### src/rtl/rdrv_pkg.sv
`timescale 1ns/1ps
package rdrv_pkg;

  typedef enum logic [2:0] {
    MODE_SLEEP    = 3'd0,
    MODE_DETECT   = 3'd1,
    MODE_RXDET_LP = 3'd2,
    MODE_ACTIVE   = 3'd3,
    MODE_U23      = 3'd4
  } mode_e;

  typedef enum logic [2:0] {
    ST_SLEEP,
    ST_WAKE,
    ST_PROBE,
    ST_RETRY,
    ST_ACTIVE,
    ST_U23,
    ST_U23_PROBE
  } state_e;

  function automatic mode_e mode_of(input state_e s);
    case (s)
      ST_PROBE:              return MODE_DETECT;
      ST_RETRY:              return MODE_RXDET_LP;
      ST_ACTIVE:             return MODE_ACTIVE;
      ST_U23, ST_U23_PROBE:  return MODE_U23;
      default:               return MODE_SLEEP;
    endcase
  endfunction

endpackage

### src/rtl/rdrv_sync_edge.sv
`timescale 1ns/1ps
module rdrv_sync_edge #(
  parameter int STAGES = 2
) (
  input  logic clk,
  input  logic rst,
  input  logic din,
  output logic lvl,
  output logic rise
);
  logic [STAGES:0] sh;

  always_ff @(posedge clk) begin
    if (rst) sh <= '0;
    else     sh <= {sh[STAGES-1:0], din};
  end

  assign lvl  = sh[STAGES-1];
  assign rise = sh[STAGES-1] & ~sh[STAGES];
endmodule

### src/rtl/rdrv_timer.sv
`timescale 1ns/1ps
module rdrv_timer #(
  parameter int W = 22
) (
  input  logic         clk,
  input  logic         rst,
  input  logic         load,
  input  logic [W-1:0] load_val,
  output logic         expired
);
  logic [W-1:0] cnt;

  always_ff @(posedge clk) begin
    if (rst)              cnt <= '0;
    else if (load)        cnt <= load_val;
    else if (cnt != '0)   cnt <= cnt - 1'b1;
  end

  assign expired = (cnt == '0);
endmodule

### src/rtl/rdrv_eidle_fwd.sv
`timescale 1ns/1ps
module rdrv_eidle_fwd #(
  parameter int NCH = 2
) (
  input  logic           clk,
  input  logic           rst,
  input  logic           force_idle,
  input  logic [NCH-1:0] idle_in,
  output logic [NCH-1:0] eidle_out
);
  for (genvar i = 0; i < NCH; i++) begin : g_ch
    always_ff @(posedge clk) begin
      if (rst) eidle_out[i] <= 1'b1;
      else     eidle_out[i] <= force_idle | idle_in[i];
    end
  end
endmodule

### src/rtl/rdrv_link_ctrl.sv
`timescale 1ns/1ps
module rdrv_link_ctrl
  import rdrv_pkg::*;
#(
  parameter int NCH           = 2,
  parameter int SYNC_STAGES   = 2,
  parameter int WAKE_CYC      = 2000,
  parameter int RETRY_CYC     = 2400000,
  parameter int U23_IDLE_CYC  = 20000,
  parameter int U23_PROBE_CYC = 2400000
) (
  input  logic           clk,
  input  logic           rst,
  input  logic           en_i,
  input  logic           det_done_i,
  input  logic [NCH-1:0] det_found_i,
  input  logic [NCH-1:0] idle_i,
  input  logic [NCH-1:0] lfps_i,
  output logic           det_req_o,
  output logic           rx_term_o,
  output logic           tx_term_o,
  output logic           tx_hiz_o,
  output logic [NCH-1:0] tx_eidle_o,
  output logic           pwr_main_o,
  output logic [2:0]     mode_o,
  output logic           mode_chg_o
);
  localparam int MAX_A = (WAKE_CYC > RETRY_CYC) ? WAKE_CYC : RETRY_CYC;
  localparam int MAX_B = (U23_IDLE_CYC > U23_PROBE_CYC) ? U23_IDLE_CYC : U23_PROBE_CYC;
  localparam int MAXC  = (MAX_A > MAX_B) ? MAX_A : MAX_B;
  localparam int TW    = $clog2(MAXC + 1);

  state_e         state, state_nx;
  logic           en_lvl, en_rise;
  logic           tmr_load, tmr_exp;
  logic [TW-1:0]  tmr_val;
  logic           all_idle;

  rdrv_sync_edge #(.STAGES(SYNC_STAGES)) u_en_sync (
    .clk(clk), .rst(rst), .din(en_i), .lvl(en_lvl), .rise(en_rise)
  );

  assign all_idle = &idle_i;

  always_comb begin
    state_nx = state;
    case (state)
      ST_SLEEP:     if (en_rise) state_nx = ST_WAKE;
      ST_WAKE:      if (tmr_exp) state_nx = ST_PROBE;
      ST_PROBE:     if (det_done_i) state_nx = (&det_found_i) ? ST_ACTIVE : ST_RETRY;
      ST_RETRY:     if (tmr_exp) state_nx = ST_PROBE;
      ST_ACTIVE:    if (all_idle && tmr_exp) state_nx = ST_U23;
      ST_U23: begin
        if (|lfps_i)      state_nx = ST_ACTIVE;
        else if (tmr_exp) state_nx = ST_U23_PROBE;
      end
      ST_U23_PROBE: if (det_done_i) state_nx = (&det_found_i) ? ST_U23 : ST_PROBE;
      default:      state_nx = ST_SLEEP;
    endcase
    if (!en_lvl) state_nx = ST_SLEEP;
  end

  always_comb begin
    case (state_nx)
      ST_WAKE:   tmr_val = TW'(WAKE_CYC - 1);
      ST_RETRY:  tmr_val = TW'(RETRY_CYC - 1);
      ST_ACTIVE: tmr_val = TW'(U23_IDLE_CYC - 1);
      ST_U23:    tmr_val = TW'(U23_PROBE_CYC - 1);
      default:   tmr_val = '0;
    endcase
  end

  assign tmr_load = (state_nx != state) || (state == ST_ACTIVE && !all_idle);

  rdrv_timer #(.W(TW)) u_tmr (
    .clk(clk), .rst(rst), .load(tmr_load), .load_val(tmr_val), .expired(tmr_exp)
  );

  rdrv_eidle_fwd #(.NCH(NCH)) u_eidle (
    .clk(clk), .rst(rst), .force_idle(state_nx != ST_ACTIVE),
    .idle_in(idle_i), .eidle_out(tx_eidle_o)
  );

  always_ff @(posedge clk) begin
    if (rst) begin
      state      <= ST_SLEEP;
      mode_o     <= MODE_SLEEP;
      mode_chg_o <= 1'b0;
      det_req_o  <= 1'b0;
      rx_term_o  <= 1'b0;
      tx_term_o  <= 1'b0;
      tx_hiz_o   <= 1'b1;
      pwr_main_o <= 1'b0;
    end else begin
      state      <= state_nx;
      mode_o     <= mode_of(state_nx);
      mode_chg_o <= (mode_of(state_nx) != mode_of(state));
      det_req_o  <= (state_nx == ST_PROBE) || (state_nx == ST_U23_PROBE);
      rx_term_o  <= state_nx inside {ST_ACTIVE, ST_U23, ST_U23_PROBE};
      tx_term_o  <= state_nx inside {ST_ACTIVE, ST_U23, ST_U23_PROBE};
      tx_hiz_o   <= !(state_nx inside {ST_ACTIVE, ST_U23, ST_U23_PROBE});
      pwr_main_o <= (state_nx == ST_ACTIVE);
    end
  end

  // Mode-implied output patterns
  assert_sleep_off_R5: assert property (@(posedge clk) disable iff (rst)
    (mode_o == MODE_SLEEP) |-> (!rx_term_o && !tx_term_o && tx_hiz_o && !pwr_main_o && !det_req_o));
  assert_detect_rxoff_R2: assert property (@(posedge clk) disable iff (rst)
    (mode_o == MODE_DETECT) |-> !rx_term_o);
  assert_active_on_R3: assert property (@(posedge clk) disable iff (rst)
    (mode_o == MODE_ACTIVE) |-> (rx_term_o && tx_term_o && !tx_hiz_o && pwr_main_o));
  assert_retry_off_R4: assert property (@(posedge clk) disable iff (rst)
    (mode_o == MODE_RXDET_LP) |-> (!rx_term_o && tx_hiz_o && !pwr_main_o && !det_req_o));
  assert_u23_lowpwr_R7: assert property (@(posedge clk) disable iff (rst)
    (mode_o == MODE_U23) |-> (!pwr_main_o && rx_term_o && tx_term_o && (&tx_eidle_o)));
  assert_probe_mode_R9: assert property (@(posedge clk) disable iff (rst)
    det_req_o |-> (mode_o == MODE_DETECT || mode_o == MODE_U23));
  // Reactions
  assert_en_low_sleep_R5: assert property (@(posedge clk) disable iff (rst)
    !en_lvl |=> (mode_o == MODE_SLEEP));
  assert_lfps_wake_R8: assert property (@(posedge clk) disable iff (rst)
    (state == ST_U23 && (|lfps_i) && en_lvl) |=> (mode_o == MODE_ACTIVE));
  assert_idle_fwd_R10: assert property (@(posedge clk) disable iff (rst)
    (mode_o == MODE_ACTIVE) |-> (tx_eidle_o == $past(idle_i)));
  // Mode code and change pulse
  assert_mode_legal_R11: assert property (@(posedge clk) disable iff (rst)
    mode_o <= 3'd4);
  assert_chg_pulse_R11: assert property (@(posedge clk) disable iff (rst)
    mode_chg_o |-> (mode_o != $past(mode_o)));
  assert_chg_quiet_R11: assert property (@(posedge clk) disable iff (rst)
    !mode_chg_o |-> $stable(mode_o));
endmodule

### config.mk
export PLATFORM = sky130hd
export DESIGN_NAME = rdrv_link_ctrl
export DESIGN_NICKNAME = d
export VERILOG_FILES = /design/src/rtl/rdrv_pkg.sv /design/src/rtl/rdrv_sync_edge.sv /design/src/rtl/rdrv_timer.sv /design/src/rtl/rdrv_eidle_fwd.sv /design/src/rtl/rdrv_link_ctrl.sv
export SDC_FILE = /design/constraint.sdc
export NUM_CORES = 1
export LEC_CHECK = 0
export CAP_MARGIN = 10
export CORE_ASPECT_RATIO = 2
export CORE_MARGIN = 2
export CORE_UTILIZATION = 35
export DETAILED_ROUTE_END_ITERATION = 16
export GPL_TIMING_DRIVEN = 0
export MAX_ROUTING_LAYER = met4
export REMOVE_ABC_BUFFERS = 1
export SETUP_SLACK_MARGIN = 0.05
export SYNTH_ARGS = -nofsm -noshare
export SYNTH_HDL_FRONTEND = slang
export SYNTH_SLANG_ARGS = --single-unit
### constraint.sdc
create_clock -name clk -period 3.36 [get_ports clk]
set_clock_uncertainty 0.2 [all_clocks]
set_input_delay 0.504 -clock clk [delete_from_list [all_inputs] [get_ports clk]]
set_output_delay 0.504 -clock clk [all_outputs]
set_load 0.02 [all_outputs]
==> results.md, run 1 <==
- After detailed routing, the number of remaining DRC violations is 0.
- The clock input transition at the sequential cells of the worst setup and hold paths is 0.06 ns.
- In this run the power density over the cells is approximately 890 nW/um^2.
- The met2 routed wirelength is approximately 3.0 mm.
- Derived from the worst setup path, the maximum achievable clock frequency is between 300 and 400 MHz.
- The final standard cell area without fillers is roughly 2400 um^2.
- Measured against its own limit, the worst slew margin works out to 0.209.
- Counting flops with a built-in enable in the synthesized netlist gives 0.
- The hold violation total from the final report is 0.
- The floorplan has 39 rows.
- The die footprint is 6420 um^2.
- The unique cell type count in the Yosys netlist is between 50 and 60.
- From synthesis to final layout, the design area changed by 18.9%.
- The clock tree from TritonCTS is done.
- Averaged over all synthesized cells, the footprint is 8.50 um^2.
- The via count is ~1,800.
- The count of H-tree levels built during CTS is 2.
- The number of antenna diodes in the final layout is 0.
- The initial antenna violation count is 0.
- The max-slew violation count is 0.
- The routed wire length on met3 is 85 um.
- The largest net degree at the start of global routing is 30.
- The worst path arrival time is between 3 and 4 ns.
- The library cell used as clock root buffer is sky130_fd_sc_hd__clkbuf_16.
- The origin of the critical flop-to-flop path is u_tmr.cnt[6].
- Port buffering added 20 buffers.
- The hold-critical path depth is 1.
- The fraction of registers with async set or reset after synthesis is 0.
- The critical path goes through or3_1 > nor3b_2 > nand4_2 > a21oi_1 > nor4b_2 > buf_4 > or4_4 > a21oi_2.
- The starting density of the core is 0.356.
- The leading cell type in the layout, fill and taps excluded is sky130_fd_sc_hd__dfxtp_1.
- The number of cells on the worst reg-to-reg path is 8.
- From left edge to right edge, the die measures about 58 um.
- In this design, the largest share of critical-path delay is due to simple AND/OR/NAND/NOR gates.
- After synthesis the cells add up to just over 2000 um^2.
- The core box area is 5660 um^2.
- The end point of the worst hold path is u_en_sync.sh[1].
- The worst vdd rail ir drop is just under 0.6 mV.
- In this run the critical register-to-register path is captured at u_tmr.cnt[12].
- Max-cap violations in this run came to 0.
- The sort of element at the end of the critical path is a flop.
- During synthesis, Yosys emitted a total of 0 warnings.
- The maximum net fanout on the critical path is 8.
- The congestion estimate from routability-driven global placement came to approximately 0.84.
- The violation count after the first detailed-routing iteration is 24.
- Among all flip-flop cells after synthesis, the most frequent one is sky130_fd_sc_hd__dfxtp_1.
- Summing internal, switching and leakage power gives between 0.002 and 0.0025 W.
- STA puts the critical path data required time at ~3.4 ns.
- Fill cells in the final layout number 580.
- The footprint of the multi-input gates is roughly 1200 um^2.
- The global route total overflow is 0.
- The detail route stage leaves a number of antenna-violating nets equal to 0.
- In the layout the commonest cells are sky130_fd_sc_hd__dfxtp_1 (38), sky130_fd_sc_hd__nand2_1 (20), sky130_fd_sc_hd__clkdlybuf4s50_1 (20), sky130_fd_sc_hd__nor2_1 (17).
- The number of placed I/O pins is 21.
- The post-detailed-placement half-perimeter wirelength is roughly 3.9 mm.
- Setup repair after global routing could not meet its margin everywhere.
- In the final layout, the share of cells above drive strength 1 is 0.0992.
- The first-pass GRT wire length is 8.45 mm.
- The clock reaches the later pin of the worst-skew pair after around 0.28 ns.
- The post-CTS setup buffer count is 0.
- Buffers inserted during clock tree synthesis total 5.
- The setup check on the worst reg-to-reg path leaves a slack of between 0.2 and 0.25 ns.
- In the final routed layout, each cell accounts on average for roughly 16 um.
- The buffers plus inverters on the worst setup path is 1.
- Setup violations remaining at the end of the flow were counted as 0.
- The highest metal layer with signal wires is met4.
- Before antenna repair, the detailed router went through 6 iterations.
- The largest single stage delay on the critical path is ~0.57 ns.
- Once layout is complete, the utilization of the core stands at 0.424.
- Dividing the final minimum period by the clock period gives 0.934.
- Across the whole layout, storage elements account for ~760 um^2.
- The number of sinks handled by clock tree synthesis is 38.
- The slowest stage of the critical path is the sky130_fd_sc_hd__or4_4 cell.
- Subtracting the final worst setup slack from the clock period gives 3.14 ns.
- The path type of the worst min-delay path is flop to flop.
- For the pin with the worst max-slew slack, the measured transition is around 1.2 ns.
- The final net count is ~270.
- In the final routing, the length of wire on met1 measures roughly 1.9 mm.
- The run finished with clean final reports.
- The via density per instance is 5.61.
- The via count of the first global-routing pass is roughly 1,700.
- The placed instances occupy a cell area of between 2000 and 2500 um^2.
- In this run the most critical hold path is launched from u_en_sync.sh[0].
- The worst setup path is of the flop to flop kind.
- The aggregate global-route resource usage is 0.176.
- The height of the die is 111 um.
- The largest buffer count on any clock path is 2.
- The share of the Yosys chip area taken by registers is 0.377.
- The total of flip-flops plus latches after synthesis is 38.
- The final layout contains routed wiring with a total length of a little over 5 mm.
- The category of the worst setup path launch point is a flop.
- The analysis attributes to cell leakage a power of just over 0.9 nW.
- Synthesis produced a netlist whose cell count is around 240.
[metrics by stage]
stage | hold WS (ns) | cells | worst slack (ns) | TNS (ns)
global route | 0.263 | 313 | 0.0390 | 0
CTS | 0.244 | 313 | 0.169 | 0
detailed placement | 0.227 | 307 | 0.0268 | 0
finish | 0.241 | 313 | 0.221 | 0
global placement | 0.222 | 306 | -1.04 | -15.42
floorplan | 0.214 | 225 | 0.407 | 0
[sequential cells by signal (all words and copies together) (netlist names)]
| name | flops |
|---|---|
| mode_chg_o | 1 |
| u_tmr.cnt | 22 |
| tx_hiz_o | 1 |
| det_req_o | 1 |
| pwr_main_o | 1 |
| u_eidle.eidle_out | 2 |
| tx_term_o | 1 |
| state | 3 |
| u_en_sync.sh | 3 |
| mode_o | 3 |
[synthesized netlist by cell type, drive strengths merged, types with 2 or more instances]
library cell	instances	area, um^2
nand2b	7	43.8
nor3	15	91.3
inv	4	15.0
clkbuf	6	22.5
nand4	2	18.8
a31oi	5	31.3
nand3	11	60.1
and2	3	18.8
ha	2	25.0
buf	6	33.8
nand2	20	75.1
xor2	14	123
nor3b	3	32.5
xnor2	8	70.1
nand3b	3	22.5
a21oi	19	114
dfxtp	38	761
nor4	7	43.8
o21ai	9	45.0
or4	5	48.8
nor2	17	63.8
o32ai	2	17.5
o31ai	2	15.0
a21boi	2	15.0
or3	2	12.5
a211oi	2	15.0
nor2b	7	43.8
and3	2	12.5
[final cells by class]
cell class,count,area share
Timing Repair Buffer,21,0.0866
Clock buffer,6,0.0579
Tap cell,61,0.0318
Sequential cell,38,0.317
Inverter,4,0.00626
Multi-Input combinational cell,183,0.500
[worst reg2reg max path, cell delays in order (launching register included)]
cell and delay (ns):
sky130_fd_sc_hd__dfxtp_1 0.33, sky130_fd_sc_hd__or3_1 0.52, sky130_fd_sc_hd__nor3b_2 0.42, sky130_fd_sc_hd__nand4_2 0.21
sky130_fd_sc_hd__a21oi_1 0.31, sky130_fd_sc_hd__nor4b_2 0.15, sky130_fd_sc_hd__buf_4 0.19, sky130_fd_sc_hd__or4_4 0.57
sky130_fd_sc_hd__a21oi_2 0.15
[power breakdown]
part           internal, W  leakage (nW)  switching [W]
sequential        0.000573         0.310       0.000121
clock             0.000287        0.0688       0.000171
combinational     0.000431         0.529       0.000546
total              0.00129         0.907       0.000838
[repair_timing]
item                                   4_1_cts  5_1_grt
endpoints found under the hold margin        0        0
resized for setup                            0        2
setup endpoints to repair                    0       12
hold buffers                                 0        0
[per-layer routing]
metal  global-route usage  up-vias
li1                     -      880
met1                0.164      829
met2                0.330       32
met3               0.0175       15
met4               0.0946        0
met5                    -        -
[how the worst max path moves through the flow]
stage                   start             to  depth (start not counted)
5_1_grt        det_found_i[0]   u_tmr.cnt[3]                          9
6_report         u_tmr.cnt[6]  u_tmr.cnt[12]                          8
4_1_cts          u_tmr.cnt[6]  u_tmr.cnt[12]                          8
2_1_floorplan  det_found_i[0]  u_tmr.cnt[10]                          7
3_3_place_gp   det_found_i[0]   u_tmr.cnt[2]                          8
3_5_place_dp   det_found_i[0]   u_tmr.cnt[3]                          9
[cell families (layout without fill, tap and decap cells)]
group                    count (synthesis)  in the layout  synth area share
adder cells (fa/ha/maj)                  2              2            0.0124
AO/OA/AOI/OAI                           52             52             0.173
AND/OR/NAND/NOR                        107            107             0.306
XOR/XNOR                                22             22            0.0956
buffers and inverters                   16             31            0.0354
flip-flops                              38             38             0.377
No activity file was read; power rests on OpenSTA's default activity.
==> inputs of run 2 (changes only) <==
--- a/config.mk
+++ b/config.mk
@@ -5,15 +5,18 @@
 export SDC_FILE = /design/constraint.sdc
 export NUM_CORES = 1
 export LEC_CHECK = 0
+export ABC_AREA = 1
 export CAP_MARGIN = 10
 export CORE_ASPECT_RATIO = 2
 export CORE_MARGIN = 2
 export CORE_UTILIZATION = 35
 export DETAILED_ROUTE_END_ITERATION = 16
 export GPL_TIMING_DRIVEN = 0
+export HOLD_SLACK_MARGIN = 0.06
 export MAX_ROUTING_LAYER = met4
 export REMOVE_ABC_BUFFERS = 1
 export SETUP_SLACK_MARGIN = 0.05
+export SLEW_MARGIN = 15
 export SYNTH_ARGS = -nofsm -noshare
 export SYNTH_HDL_FRONTEND = slang
 export SYNTH_SLANG_ARGS = --single-unit
==> run 2 against run 1 <==
Setup slack improved by 0.19 ns. Synthesized area rose by 4.3%. Non-clock buffer count fell by 1. Via count rose by 13%. Utilization fell by 0.38 points. Synthesized cell count rose by 34%. Largest power group unchanged. Sequential share of layout area fell by 1.0 points. Final area rose by 3.4%. Highest routed layer unchanged. Final cell count rose by 27%. Fmax rose by 6.6%. Register-to-register slack improved by 0.34 ns.
==> results.md, run 2 <==
- The count of filler cells inserted in the layout is about 650.
- The hold violation total from the final report is 0.
- Pin placement for this block handled 21 I/O pins.
- Post-CTS repair changed the size of 0 cells.
- The region available for standard cell placement spans ~5900 um^2.
- The max-slew violation count is 0.
- The post-synthesis area per instance is between 6 and 7 um^2.
- The die footprint is between 6000 and 7000 um^2.
- The proportion of netlist area held by the largest area contributor is 0.362.
- In this run the horizontal extent of the chip is 58.8 um.
- Together, buffers and inverters on the worst path number 1.
- The number of cells on the worst reg-to-reg path is 15.
- In this run, synthesis inferred 0 flip-flops with an integrated enable.
- For the pin with the worst max-slew slack, the measured transition is ~1 ns.
- By count the netlist is led by sky130_fd_sc_hd__nand2_1 (87), sky130_fd_sc_hd__nor2_1 (56), sky130_fd_sc_hd__dfxtp_1 (38), sky130_fd_sc_hd__inv_1 (25), sky130_fd_sc_hd__nand3_1 (18).
- The wire length per cell is around 13 um.
- By area, the combinational part of the netlist is dominated by simple AND/OR/NAND/NOR gates.
- The final standard cell area without fillers is between 2000 and 2500 um^2.
- Across the whole layout, storage elements account for 761 um^2.
- The biggest area consumer among synthesized cells is sky130_fd_sc_hd__dfxtp_1.
- The clock group share of total power is 0.231.
- The mapped netlist covers ~2100 um^2.
- The number of setup violations in the final report is 0.
- The sort of element at the end of the critical path is a flop.
- The final net count is between 300 and 400.
- The switching power is 0.000840 W.
- Setup repair after global routing left no endpoint under its margin.
- Counting stages on the worst path, the most repeated cell is sky130_fd_sc_hd__nand3_1.
- The share of layout cells above drive strength 1 is 0.0952.
- The number of antenna diodes in the final layout is 0.
- The most used flip-flop cell after synthesis is sky130_fd_sc_hd__dfxtp_1.
- On the worst path, the slowest cell contributes a delay of 0.50 ns.
- The first-pass GRT wire length is approximately 8.8 mm.
- The violation count after the first detailed-routing iteration is between 80 and 90.
- The instance count of the mapped netlist is about 320.
- In the routed design, unresolved DRC markers number 0.
- The clock tree from TritonCTS is done.
- The worst pin sits at a relative slew slack of 0.315.
- The number of hold buffers added after cts is 0.
- Of the total synthesized cell area, the portion taken by AND, OR, NAND and NOR gates is 0.414.
- The run finished with clean final reports.
- The number of sinks handled by clock tree synthesis is 38.
- The clock period could shrink to just under 3 ns.
- The worst-case IR drop observed on VDD is about 0.29 mV.
- The cell family contributing the most delay on the critical path is simple AND/OR/NAND/NOR gates.
- The remaining number of nets flagged by the antenna check after routing is 0.
- For the worst-skew pair, the clock arrives at the later sink with an insertion delay of roughly 0.28 ns.
- The total of max-cap violations is 0.
- The share of total power dissipated in sequential elements is 0.310.
- The post-CTS setup buffer count is 0.
- The hold-critical path depth is 2.
- The startpoint of the most critical setup path is det_done_i.
- In this run the power density over the cells is 830 nW/um^2.
- For this run, the register share of the synthesized area comes to 0.362.
- During placement, the flow inserted port buffers numbering 20.
- The unique cell type count in the Yosys netlist is 27.
- The compound-gate portion of the synthesized area came to 0.0583.
- The initial antenna violation count was 0.
- For this run, asynchronously set or reset flops after synthesis account for 0.
- The Yosys step of the flow raised 0 warnings.
- The xor and xnor fraction of the mapped netlist area is 0.0750.
- The maximum clock frequency is roughly 340 MHz.
- The first TritonRoute pass finished after 4 iterations.
- The cell count along the critical path is 12.
- The cell internal power dissipation is roughly 0.0012 W.
- CTS placed an instance of sky130_fd_sc_hd__clkbuf_16 at the clock tree root.
- From synthesis to final layout, the design area changed by 17.8%.
- The count of H-tree levels built during CTS is 2.
- The total leakage power is 1.20 nW.
- The height of the die is roughly 110 um.
- The total length of routed wires is ~5.0 mm.
- For the worst setup path, the data required time is approximately 3.3 ns.
- The floorplan has 40 rows.
- The flip-flop count of the largest register, all copies and words added is 22.
- Counting flops and latches in the post-synthesis netlist gives 38.
- The largest net degree at the start of global routing is 29.
- The fraction of power consumed by combinational cells is 0.460.
- The worst setup timing slack at the placement stage is approximately 0.11 ns.
- The signal on the critical path passes through clkdlybuf4s50_1 > nand3_1 > nand3_1 > nand2_1 > a21oi_1 > nand3_2 > nand3_1 > nand2_2 > nor2_4 > nand2_2 > nand2_1 > a21oi_1.
- The portion of the clock cycle consumed by the worst path in the final layout is 0.877.
- The via density per instance is approximately 5.0.
- No sink is reached through more buffers than the 2 on the longest clock path.
- Once placement finished, the instance area stood at roughly 2300 um^2.
- Counting flops per register, the top entry is u_tmr.cnt.
- The category of the worst setup path launch point is a primary input.
- The via count of the first global-routing pass is roughly 2,000.
- Of the total synthesized cell area, the portion taken by full adders, half adders and majority gates is 0.0119.
- The number of buffers inserted during clock tree synthesis is 5.
- Summing all multi-input logic gate instances after layout gives between 1000 and 1500 um^2.
- The dominant cell by count in the synthesized netlist is sky130_fd_sc_hd__nand2_1.
- In the global route stage, overall resource usage came out at 0.175.
- After synthesis, the cell types taking the most area are sky130_fd_sc_hd__dfxtp_1 (36%), sky130_fd_sc_hd__nand2_1 (16%), sky130_fd_sc_hd__nor2_1 (10%), sky130_fd_sc_hd__xor2_1 (4.6%), sky130_fd_sc_hd__inv_1 (4.5%).
- At the end of routability-driven placement, the weighted congestion stood at a little under 0.9.
- The slowest stage of the critical path is the sky130_fd_sc_hd__clkdlybuf4s50_1 cell.
- The proportion of total power due to net switching is 0.409.
- After legalization and detailed placement, the total HPWL measured slightly below 4 mm.
- The startpoint identified for the worst hold timing path is u_en_sync.sh[0].
- The startpoint identified for the worst register-to-register timing path is u_tmr.cnt[0].
- Leaving out fill and tap cells, the most frequent cell in the layout is sky130_fd_sc_hd__nand2_1.
- The final route contains 1,978 vias.
- The total overflow left after global routing is 0.
- The worst setup path category is primary input to flop.
- The summed negative setup slack over all endpoints is 0 ns.
- The worst path arrival time is between 2 and 3 ns.
- The starting density of the core is 0.356.
- The path type of the worst min-delay path is flop to flop.
- The portion of synthesized area spent on multiplexers is 0.
- The clock input transition at the sequential cells of the worst setup and hold paths is 0.05 ns.
- In the layout the commonest cells are sky130_fd_sc_hd__nand2_1 (87), sky130_fd_sc_hd__nor2_1 (56), sky130_fd_sc_hd__dfxtp_1 (38), sky130_fd_sc_hd__inv_1 (25), sky130_fd_sc_hd__clkdlybuf4s50_1 (20).
- The final critical-path setup slack is slightly above 0.4 ns.
- Of all nets on the critical path, the largest fanout is 20.
-- run 2: cell families (layout without fill, tap and decap cells) --
logic type	Yosys count	after routing
flip-flops	38	38
buffers and inverters	37	56
XOR/XNOR	18	18
AO/OA/AOI/OAI	24	24
AND/OR/NAND/NOR	198	198
adder cells (fa/ha/maj)	2	2
-- run 2: area by class of cell --
| class | instances | area share |
|---|---|---|
| clock buffer | 6 | 0.0560 |
| clock inverter | 2 | 0.00505 |
| inverter | 28 | 0.0429 |
| multi-input combinational | 242 | 0.477 |
| sequential | 38 | 0.307 |
| tap | 63 | 0.0318 |
| timing repair buffer | 20 | 0.0808 |
-- run 2: worst min-delay path, delay by kind of cell (launching register included) --
| family | cells | cell delay, ns |
|---|---|---|
| flip-flops | 1 | 0.29 |
| buffers and inverters | 1 | 0.04 |
| AND/OR/NAND/NOR | 1 | 0.03 |
-- run 2: path summary, 6_finish.rpt --
kind                     end  slack, ns
max             u_tmr.cnt[3]       0.41
min          u_en_sync.sh[1]       0.21
max reg2reg     u_tmr.cnt[3]       0.56
min reg2reg  u_en_sync.sh[1]       0.21
-- run 2: metal layers --
metal	routed length, um	vias up	track usage
li1	-	1025	-
met1	2020	915	0.182
met2	2720	31	0.314
met3	135	7	0.0238
met4	123	0	0.0773
met5	0	-	-
-- run 2: stage by stage --
step	hold slack, ns	util	instances	total power [W]
after floorplan	0.188	-	308	0.00140
after global placement	0.195	0.393	391	0.00155
after detailed placement	0.206	0.394	391	0.00158
after CTS	0.216	0.420	399	0.00207
after global routing	0.238	0.420	399	0.00226
final	0.210	0.420	399	0.00206
-- run 2: power groups by stage --
stage / sequential (W) / combinational, W / clock, W
6_report: 0.000637 / 0.000945 / 0.000475
5_1_grt: 0.000649 / 0.00110 / 0.000504
4_1_cts: 0.000637 / 0.000947 / 0.000483
3_5_place_dp: 0.000644 / 0.000939 / 0
3_3_place_gp: 0.000645 / 0.000908 / 0
2_1_floorplan: 0.000625 / 0.000773 / 0
==> inputs of run 3 (changes only) <==
--- a/config.mk
+++ b/config.mk
@@ -9,14 +9,16 @@
 export CAP_MARGIN = 10
 export CORE_ASPECT_RATIO = 2
 export CORE_MARGIN = 2
-export CORE_UTILIZATION = 35
+export CORE_UTILIZATION = 58
 export DETAILED_ROUTE_END_ITERATION = 16
 export GPL_TIMING_DRIVEN = 0
 export HOLD_SLACK_MARGIN = 0.06
 export MAX_ROUTING_LAYER = met4
+export PLACE_DENSITY = 0.8
 export REMOVE_ABC_BUFFERS = 1
 export SETUP_SLACK_MARGIN = 0.05
 export SLEW_MARGIN = 15
 export SYNTH_ARGS = -nofsm -noshare
 export SYNTH_HDL_FRONTEND = slang
+export SYNTH_HIERARCHICAL = 1
 export SYNTH_SLANG_ARGS = --single-unit
==> run 3 against run 2 <==
Synthesized area increased by 20%. Total power rose by 29%. Routed wire length increased by 28%. Non-clock buffer count grew 10. Register-to-register slack worse by 0.35 ns. Clock power fell by 26%.
==> results.md, run 3 <==
- The run finished with clean final reports.
- The number of buffers inserted during clock tree synthesis is 5.
- The max-slew violation count is 0.
- The via count of the first global-routing pass is 2,359.
- The total leakage power is around 1.4 nW.
- For flop-to-flop paths, the worst setup slack is about 0.21 ns.
- The leading cell type in the layout, fill and taps excluded is sky130_fd_sc_hd__nand2_1.
- The average instance in the mapped netlist occupies between 6 and 7 um^2.
- Hold timing on the final database bottoms out at a slack of 0.207 ns.
- At the pin with the least slew margin, the transition time is between 0.7 and 0.8 ns.
- The path class of the tightest hold or removal check is flop to flop.
- The total overflow left after global routing is 0.
- The register with the most flip-flops in the layout has 22 of them.
- The summed instance area of the synthesized netlist is roughly 2500 um^2.
- The total placed instance area is ~2700 um^2.
- The critical path starts at u_tmr/cnt[0].
- The worst vdd rail ir drop is ~0.51 mV.
- The category of the worst setup path launch point is a flop.
- The count of cells in the finished layout, fillers not included, comes to 459.
- The initial antenna violation count is 0.
- The largest buffer count on any clock path is 2.
- Based on the critical path, the design can be clocked at up to about 320 MHz.
- In this run the worst setup path terminates at u_tmr/cnt[1].
- Across every metal layer, demand over resource in global routing totals 0.282.
- The final net count is 417.
- Setup violations remaining at the end of the flow were counted as 0.
- Of all nets on the critical path, the largest fanout is 9.
- The synthesized design contains 38 register bits.
- TritonCTS built the clock tree.
- For this run, the detailed router's first-pass iteration total came to 4.
- The violation count after the first detailed-routing iteration is 52.
- The instance count of the mapped netlist is around 370.
- The worst register-to-register path ends at u_tmr/cnt[1].
- The count of H-tree levels built during CTS is 2.
- The portion of the clock cycle consumed by the worst path in the final layout is 0.936.
- The floorplan die width is between 50 and 60 um.
- Signal routing reaches up to met4.
- The floorplan has 33 rows.
- Dividing the detail-routed wire length by the instance count gives ~14 um.
- 21 I/O pins were placed.
- The register name with the most flops is u_tmr/cnt.
- For this run, the share of the core covered by cells in the final layout is 0.735.
- The routed layout has between 2,000 and 2,500 vias.
- Port buffering added 20 buffers.
- The clock period could shrink to about 3.1 ns.
- Among all cell types in the netlist, the one instantiated most often is sky130_fd_sc_hd__nand2_1.
- The hold violation total from the final report is 0.
- Dividing total power by cell area gives a power density of about 870 nW/um^2.
- The final standard cell area without fillers is around 3000 um^2.
- The count of unresolved DRC violations after routing is 0.
- In the detailed route, the total length drawn on met3 is 141 um.
- The die covers slightly below 5000 um^2.
- The congestion estimate from routability-driven global placement came to around 0.9.
- Buffers inserted to repair hold after CTS numbered 0.
- The first-pass GRT wire length is roughly 10 mm.
- The Yosys step of the flow raised 6 warnings.
- By startpoint and endpoint, the worst setup path is classified as flop to flop.
- After detailed routing, the met2 layer carries ~3.7 mm of wire.
- The number of sinks handled by clock tree synthesis is 38.
- The synthesized design spends more area on one cell type than any other, namely sky130_fd_sc_hd__dfxtp_1.
- The count of filler cells inserted in the layout is 350.
- 0 antenna diodes ended up in the layout.
- Entering global routing, the biggest net connects 37 pins.
- After synthesis, the share of flip-flops with an asynchronous set or reset is 0.
- The startpoint identified for the worst register-to-register timing path is u_tmr/cnt[0].
- From bottom edge to top edge, the die measures 97.2 um.
- The worst path arrival time is about 3.1 ns.
- Counting flops with a built-in enable in the synthesized netlist gives 0.
- Synthesis instantiated 32 different standard cells from the library.
- The met1 routed wirelength after detailed routing is 2.18 mm.
- The number of instances in the placed design is 440.
- For this block, the routed nets add up to 6.38 mm of wire.
- The leading register cell type out of synthesis is sky130_fd_sc_hd__dfxtp_1.
- The post-detailed-placement half-perimeter wirelength is between 4 and 5 mm.
- The via density per instance is 5.28.
- The area growth from synthesis to layout is 20.4%.
- The required arrival time at the worst endpoint is about 3.3 ns.
- The number of cells on the worst reg-to-reg path is 19.
- The share of synthesized area in the top cell type comes to 0.302.
- Setup repair after global routing left no endpoint under its margin.
- The worst slew slack as a fraction of its limit is 0.478.
- The worst setup path is captured at a flop.
- The design draws between 0.002 and 0.003 W.
- The starting density of the core is 0.610.
- In the final layout, the share of cells above drive strength 1 is 0.219.
- After clock tree synthesis, the clock-pin slew on the worst setup and hold paths is roughly 0.080 ns.
- The tool flagged a number of max-cap violations equal to 0.
- In this run the clock root is driven by a sky130_fd_sc_hd__clkbuf_8.
- The region available for standard cell placement spans 4130 um^2.
- The clock insertion delay at the later pin of the skew report is roughly 0.29 ns.
- Sorting the synthesized cells by area gives the leading types as sky130_fd_sc_hd__dfxtp_1 (30%), sky130_fd_sc_hd__nand2_1 (16%), sky130_fd_sc_hd__nor2_1 (8.0%), sky130_fd_sc_hd__nand2_4 (6.7%), sky130_fd_sc_hd__inv_1 (5.5%).
- The commonest cells after synthesis are sky130_fd_sc_hd__nand2_1 (106), sky130_fd_sc_hd__nor2_1 (54), sky130_fd_sc_hd__dfxtp_1 (38), sky130_fd_sc_hd__inv_1 (37), sky130_fd_sc_hd__nand3_1 (21).
- The remaining number of nets flagged by the antenna check after routing is 0.
- Leaving out fill and tap cells, the most frequent cells in the layout are sky130_fd_sc_hd__nand2_1 (105), sky130_fd_sc_hd__nor2_1 (53), sky130_fd_sc_hd__dfxtp_1 (38), sky130_fd_sc_hd__inv_1 (37), sky130_fd_sc_hd__nand3_1 (20).
- Of the synthesized area, sequential elements account for 0.302.
## run 3: cell count changes in the layout (fill, tap and decap cells not counted), sizes merged, moves of 7 or more
cell / before / now
nand2: 96 / 130
inv: 27 / 45
a21oi: 8 / 20
buf: 0 / 11
o21ai: 15 / 7
nor2: 62 / 69
## run 3: layer usage
metal  up-vias  track usage
met3        31       0.0400
met2        67        0.534
li1       1213            -
met1      1112        0.251
met4         0        0.160
met5         -            -
## run 3: kinds of logic after synthesis
kind of cell,Yosys count,share of synthesized area
other cells,1,0.00149
fa+ha+maj,1,0.00497
compound gates,27,0.0760
flops,38,0.302
xor+xnor,14,0.0487
simple gates,238,0.476
buf+inv,54,0.0904
## run 3: area by class of cell
cell class | count | area, um^2 | area share
Multi-Input combinational cell | 286 | 1640 | 0.539
Sequential cell | 38 | 761 | 0.251
Timing Repair Buffer | 30 | 299 | 0.0986
Inverter | 45 | 174 | 0.0573
Clock buffer | 6 | 82.6 | 0.0272
Tap cell | 52 | 65.1 | 0.0215
Clock inverter | 2 | 16.3 | 0.00536
## run 3: where the power goes
group          total [W]  internal (W)  switching, W
combinational    0.00164      0.000628       0.00102
clock           0.000350      0.000169      0.000181
sequential      0.000657      0.000554      0.000103
total            0.00265       0.00135       0.00130
## run 3: metrics by stage
step           setup TNS (ns)  setup WS [ns]
3_5_place_dp           -25.98          -1.34
4_1_cts                     0         0.0648
2_1_floorplan           -4.69         -0.328
5_1_grt                     0         0.0294
3_3_place_gp           -28.03          -1.42
6_report                    0          0.214
## run 3: repair_timing
action,4_1_cts,5_1_grt
pin swaps,3,3
gates resized for setup,10,5
setup endpoints to repair,22,13
buffers inserted,5,5
gates cloned,1,0
## run 3: critical path: stages, from the launching register on
cell and delay, ns:
sky130_fd_sc_hd__dfxtp_1 0.32, sky130_fd_sc_hd__inv_2 0.10, sky130_fd_sc_hd__ha_4 0.18, sky130_fd_sc_hd__nand2_4 0.09
sky130_fd_sc_hd__nor2_8 0.16, sky130_fd_sc_hd__nand2_2 0.10, sky130_fd_sc_hd__nor4_4 0.25, sky130_fd_sc_hd__inv_1 0.10
sky130_fd_sc_hd__nand3_1 0.09, sky130_fd_sc_hd__o21ai_1 0.08, sky130_fd_sc_hd__nor2_2 0.14, sky130_fd_sc_hd__nand2_4 0.10
sky130_fd_sc_hd__nand2_8 0.12, sky130_fd_sc_hd__xor2_4 0.21, sky130_fd_sc_hd__nand3_4 0.17, sky130_fd_sc_hd__inv_6 0.13
sky130_fd_sc_hd__nand4_4 0.14, sky130_fd_sc_hd__buf_4 0.19, sky130_fd_sc_hd__nand2_1 0.06, sky130_fd_sc_hd__a21oi_1 0.06
## run 3: how the worst min path moves through the flow
stage	depth (start not counted)	startpoint	slack, ns	end
2_1_floorplan	2	u_en_sync/sh[0]	0.19	u_en_sync/sh[1]
3_3_place_gp	2	u_en_sync/sh[0]	0.19	u_en_sync/sh[1]
3_5_place_dp	2	u_en_sync/sh[0]	0.20	u_en_sync/sh[1]
4_1_cts	2	u_en_sync/sh[0]	0.21	u_en_sync/sh[1]
5_1_grt	2	u_en_sync/sh[0]	0.24	u_en_sync/sh[1]
6_report	2	u_en_sync/sh[0]	0.21	u_en_sync/sh[1]
